===== config.mk =====
export PLATFORM = sky130hd
export DESIGN_NAME = fft_wr_addr_gen
export DESIGN_NICKNAME = d
export VERILOG_FILES = /design/src/rtl/fft_wr_pkg.sv /design/src/rtl/fft_wr_seq.sv /design/src/rtl/fft_bank_ctr.sv /design/src/rtl/fft_wr_addr_gen.sv
export SDC_FILE = /design/constraint.sdc
export NUM_CORES = 1
export LEC_CHECK = 0
export BUFFER_PORTS_ARGS = -buffer_cell sky130_fd_sc_hd__buf_2
export CAP_MARGIN = 5
export CORE_AREA = 2 2 71 73
export DETAILED_ROUTE_END_ITERATION = 6
export DIE_AREA = 0 0 73 75
export GPL_TIMING_DRIVEN = 1
export PLACE_DENSITY = 0.65
export SETUP_SLACK_MARGIN = 0.15
export SLEW_MARGIN = 30
export SYNTH_ARGS = -nofsm -noshare
export SYNTH_HDL_FRONTEND = slang
export SYNTH_SLANG_ARGS = --single-unit

===== constraint.sdc =====
create_clock -name clk -period 4.8 [get_ports clk]
set_input_delay 1.2 -clock clk [delete_from_list [all_inputs] [get_ports clk]]
set_output_delay 1.2 -clock clk [all_outputs]
set_load 0.005 [all_outputs]

===== src/rtl/fft_wr_pkg.sv =====
package fft_wr_pkg;

    typedef enum logic [1:0] {
        WM_INTERLEAVE = 2'd0,
        WM_SEQUENTIAL = 2'd1,
        WM_REVERSED   = 2'd2,
        WM_SEQ_ALT    = 2'd3
    } wr_mode_e;

    typedef struct packed {
        wr_mode_e mode;
        logic     second;
    } seg_cfg_t;

    function automatic logic [1:0] step_of(wr_mode_e m);
        return (m == WM_INTERLEAVE) ? 2'd2 : 2'd1;
    endfunction

    function automatic logic is_interleave(wr_mode_e m);
        return m == WM_INTERLEAVE;
    endfunction

endpackage


===== src/rtl/fft_wr_seq.sv =====
module fft_wr_seq
    import fft_wr_pkg::*;
#(
    parameter int PER_HALF = 256
) (
    input  logic     clk,
    input  logic     rst,
    input  logic     seg_start,
    input  logic     seg_sel,
    input  logic [1:0] mode_in,
    input  logic     res_valid,
    output seg_cfg_t cfg,
    output logic     active,
    output logic     wr_fire,
    output logic     ctr_load,
    output logic     stage_done
);
    localparam int CW = $clog2(PER_HALF + 1);

    logic [CW-1:0] wcnt;
    logic          last_wr;

    assign wr_fire  = active && res_valid && !seg_start;
    assign last_wr  = (wcnt == CW'(PER_HALF - 1));
    assign ctr_load = seg_start && (is_interleave(wr_mode_e'(mode_in)) || !seg_sel);

    always_ff @(posedge clk) begin
        if (rst) begin
            cfg        <= '{mode: WM_INTERLEAVE, second: 1'b0};
            active     <= 1'b0;
            wcnt       <= '0;
            stage_done <= 1'b0;
        end else begin
            stage_done <= wr_fire && last_wr && cfg.second;
            if (seg_start) begin
                cfg    <= '{mode: wr_mode_e'(mode_in), second: seg_sel};
                active <= 1'b1;
                wcnt   <= '0;
            end else if (wr_fire) begin
                wcnt <= wcnt + 1'b1;
                if (last_wr) active <= 1'b0;
            end
        end
    end
endmodule


===== src/rtl/fft_bank_ctr.sv =====
module fft_bank_ctr #(
    parameter int AW = 9
) (
    input  logic          clk,
    input  logic          rst,
    input  logic          load,
    input  logic [AW-1:0] load_val,
    input  logic          fire,
    input  logic [1:0]    step,
    input  logic          rev_en,
    output logic [AW-1:0] addr
);
    logic [AW-1:0] cnt;
    logic [AW-1:0] nxt;
    logic [AW-1:0] nxt_rev;

    assign nxt = cnt + AW'(step);

    for (genvar i = 0; i < AW; i++) begin : g_rev
        assign nxt_rev[i] = nxt[AW-1-i];
    end

    assign addr = rev_en ? nxt_rev : nxt;

    always_ff @(posedge clk) begin
        if (rst)       cnt <= '0;
        else if (load) cnt <= load_val;
        else if (fire) cnt <= nxt;
    end
endmodule


===== src/rtl/fft_wr_addr_gen.sv =====
module fft_wr_addr_gen
    import fft_wr_pkg::*;
#(
    parameter int PTS_LOG2 = 10
) (
    input  logic                clk,
    input  logic                rst,
    input  logic                seg_start,
    input  logic                seg_sel,
    input  logic [1:0]          wr_mode,
    input  logic                res_valid,
    output logic                bank_a_we,
    output logic [PTS_LOG2-2:0] bank_a_addr,
    output logic                bank_b_we,
    output logic [PTS_LOG2-2:0] bank_b_addr,
    output logic                res_swap,
    output logic                stage_done
);
    localparam int NPT      = 1 << PTS_LOG2;
    localparam int AW       = PTS_LOG2 - 1;
    localparam int PER_HALF = NPT / 4;
    localparam int NBANK    = 2;

    seg_cfg_t cfg;
    logic     active;
    logic     wr_fire;
    logic     ctr_load;
    logic [1:0] step_q;
    logic [AW-1:0] addr_v [NBANK];

    fft_wr_seq #(.PER_HALF(PER_HALF)) seq_i (
        .clk        (clk),
        .rst        (rst),
        .seg_start  (seg_start),
        .seg_sel    (seg_sel),
        .mode_in    (wr_mode),
        .res_valid  (res_valid),
        .cfg        (cfg),
        .active     (active),
        .wr_fire    (wr_fire),
        .ctr_load   (ctr_load),
        .stage_done (stage_done)
    );

    assign step_q = step_of(cfg.mode);

    for (genvar b = 0; b < NBANK; b++) begin : g_bank
        logic [AW-1:0] start_v;
        logic [AW-1:0] load_v;
        // interleaved: bank A even in first half, odd in second; B opposite
        assign start_v = is_interleave(wr_mode_e'(wr_mode))
                       ? AW'((b != 0) ^ seg_sel) : '0;
        assign load_v  = start_v - AW'(step_of(wr_mode_e'(wr_mode)));

        fft_bank_ctr #(.AW(AW)) ctr_i (
            .clk      (clk),
            .rst      (rst),
            .load     (ctr_load),
            .load_val (load_v),
            .fire     (wr_fire),
            .step     (step_q),
            .rev_en   (cfg.mode == WM_REVERSED),
            .addr     (addr_v[b])
        );
    end

    assign bank_a_we   = wr_fire;
    assign bank_b_we   = wr_fire;
    assign bank_a_addr = addr_v[0];
    assign bank_b_addr = addr_v[1];
    assign res_swap    = is_interleave(cfg.mode) && cfg.second;
endmodule


==> impl_results.md <==
- Status: finished, final reports clean
- Area contributors post-synth: dfxtp_1 (31%), a21oi_1 (5.1%), mux2i_1 (4.4%)
- Skew-Pair Late Insertion Delay: 0.28 ns
- ANT cells: 0
- Crit share post-route: 76.5%
- Overflow after GRT: 0
- Number of H-tree levels: 2
- Placement Setup Slack: 1.30 ns
- Worst slew margin: 43.8%
- Port bufs: 28
- Row count: 25
- Hpwl dp: 3.22 mm
- Core area: 4660 um2
- Final WL: 4.57 mm
- Most frequent cell after synthesis: dfxtp_1
- Fillers: 448
- GRT Total Usage: 17.8%
- Post-CTS sizing: 0
- Post-synthesis sequential area ratio: 31.3%
- Main flop type after synthesis: dfxtp_1
- Vias in the first global route: 1591
- Clock-pin slew on the worst setup and hold paths: 0.06 ns
- R2R Path End: g_bank[1].ctr_i.cnt[6]
- Clock skew: 0.00626 ns
- Worst setup SP type: flip-flop
- Crit. End Element: output pin
- Share of layout cells above drive strength 1: 18.7%
- Post-synth top cells: dfxtp_1 (32), nand2_1 (22), a21oi_1 (21), nor2_1 (21), o21ai_0 (15)
- Critical path endpoint: bank_a_addr[0]
- Post-CTS Setup Bufs: 0
- First-pass GRT wire length: 7.60 mm
- #FFs+latches synth: 32
- Chip Width: 73 um
- Fmax achieved: 0.272 GHz
- Gpl congestion: 0.830
- Clk sinks: 32
- DR pass1 iterations: 4
- Via-to-Cell Ratio: 5.71
- Number of max-cap violations: 0
- Die H: 75 um
- Die Footprint: 5480 um2
- Synth unique cells: 49
- CTS Buf Count: 5
- CP Class: reg2out
- Final setup viols: 0
- Post-synth top area share: 31.3%
- Syn. warnings: 0
- Worst hold path type: reg2reg
- Average wire per standard cell: 14.0 um
- Final Max Tran Viols: 0
- Drt initial violations: 72
- DR DRC count: 0
- Worst-Margin Slew: 0.843 ns
- Final hold vios: 0
- Area of the multi-input gates: 1260 um2
- Total Neg Setup Slack: 0 ns
- Nets: 283
- Root buffer cell: clkbuf_8
- I/O Pins: 29
- Final ANT Viol Nets: 0
- Utilization after layout: 48.2%
- Post-Syn Area per Cell: 8.04 um2
- CTS tree: done
- Hold_buf cts: 0
- R2r startpoint: seq_i.cfg[1]
- R2R Setup Slk: 2.59 ns
- Max VDD drop: 181 uV
- Initial core utilization: 44.0%
- Period minus WS final: 3.67 ns
- Synth Instances: 255
- Leakage: 0.870 nW
- Final setup margin: 1.13 ns
- Async SR Flop Fraction: 0%
- P per Cell Area: 294 nW/um2
- Cells on Worst Hold Path: 2
- Clk buf depth: 2
- Worst Path Arrival: 2.47 ns
- P&R area growth vs syn: 9.58%
- Synth area leader: dfxtp_1
- Worst-case reg-to-reg path depth: 6
- Final Power: 0.661 mW
- Initial antenna violation count: 0
- Syn Nets: 266
- Req. time, crit path: 3.60 ns
- Post-synth EDFFs: 0
- Largest net degree at the start of global routing: 24
- Synthesized area: 2050 um2
- Total number of vias: 1868
- Critical Path Source: seq_i.cfg[1]
- Critical Path Fanout Max: 12
- Unrepaired setup endpoints after global routing: no
- FF/Latch Area: 641 um2
how the worst min path moves through the flow:
stage	start	to	slack (ns)
2_1_floorplan	seq_i.cfg[0]	seq_i.stage_done	0.42
3_5_place_dp	seq_i.cfg[0]	seq_i.stage_done	0.46
4_1_cts	g_bank[1].ctr_i.cnt[8]	g_bank[1].ctr_i.cnt[8]	0.48
6_report	g_bank[1].ctr_i.cnt[8]	g_bank[1].ctr_i.cnt[8]	0.47
5_1_grt	seq_i.wcnt[1]	seq_i.wcnt[1]	0.50
3_3_place_gp	g_bank[1].ctr_i.cnt[8]	g_bank[1].ctr_i.cnt[8]	0.45
critical path: stages, from the launching register on:
cell and delay (ns):
dfxtp_1 0.44, nor2_1 0.52, xor2_1 0.20, ha_1 0.23
o2111ai_1 0.25, or3_1 0.37, nand3_1 0.08, buf_2 0.11
state kept, by name (all words and copies together), names as in the netlist:
register	count
seq_i.active	1
seq_i.stage_done	1
g_bank.ctr_i.cnt	18
seq_i.wcnt	9
seq_i.cfg	3
layout make-up:
type | instances | area share, %
sequential | 32 | 28.5
multi-input combinational | 194 | 56.2
inverter | 10 | 1.67
timing repair buffer | 29 | 6.57
clock buffer | 8 | 4.01
tap | 54 | 3.01
power by group:
part / total (mW) / switching [mW] / internal (mW) / leakage, nW
Combinational: 0.139 / 0.0764 / 0.0628 / 0.560
Clock: 0.216 / 0.0988 / 0.117 / 0.0455
Sequential: 0.306 / 0.0243 / 0.282 / 0.264
placed cells by master, fill, tap and decap left out, drive strengths merged, types with 2 or more instances in the layout:
cell	count
a211oi	12
a21o	2
a21oi	21
a221oi	3
a311oi	2
a31o	2
and2	2
and4	2
buf	29
clkbuf	8
dfxtp	32
ha	4
inv	10
mux2i	9
nand2	22
nand2b	2
nand3	8
nor2	22
nor2b	2
nor3	10
nor3b	2
nor4	3
o2111ai	2
o21ai	19
o21ba	3
o221a	5
o31ai	4
or3	2
xnor2	9
xor2	10
logic make-up after synthesis:
family                     count (synthesis)  share of synthesized area, %
and+or+nand+nor                           83                          20.6
DFF                                       32                          31.3
xor gates and xnor gates                  19                          8.12
adders and majority gates                  4                          2.44
buffers and inverters                     29                          7.14
AOI/OAI and AO/OA                         79                          26.0
muxes                                      9                          4.40
metrics by stage:
stage | hold WS [ns] | area [um2] | instances
after floorplan | 0.422 | 2050 | 255
after global placement | 0.454 | 2160 | 319
after detailed placement | 0.459 | 2160 | 319
after CTS | 0.476 | 2250 | 327
after global routing | 0.504 | 2250 | 327
final | 0.472 | 2250 | 327
metal layers:
layer / part of all wire (%) / GRT usage (%) / vias to the layer above / wire [um]
met1: 51 / 25.9 / 858 / 2320
met4: 0.99 / 4.94 / 0 / 45
met2: 44 / 26.8 / 45 / 2000
li1: - / - / 959 / -
met5: 0 / 0 / - / 0
met3: 4.3 / 3.21 / 6 / 195
Power figures use the tool's default switching activity.
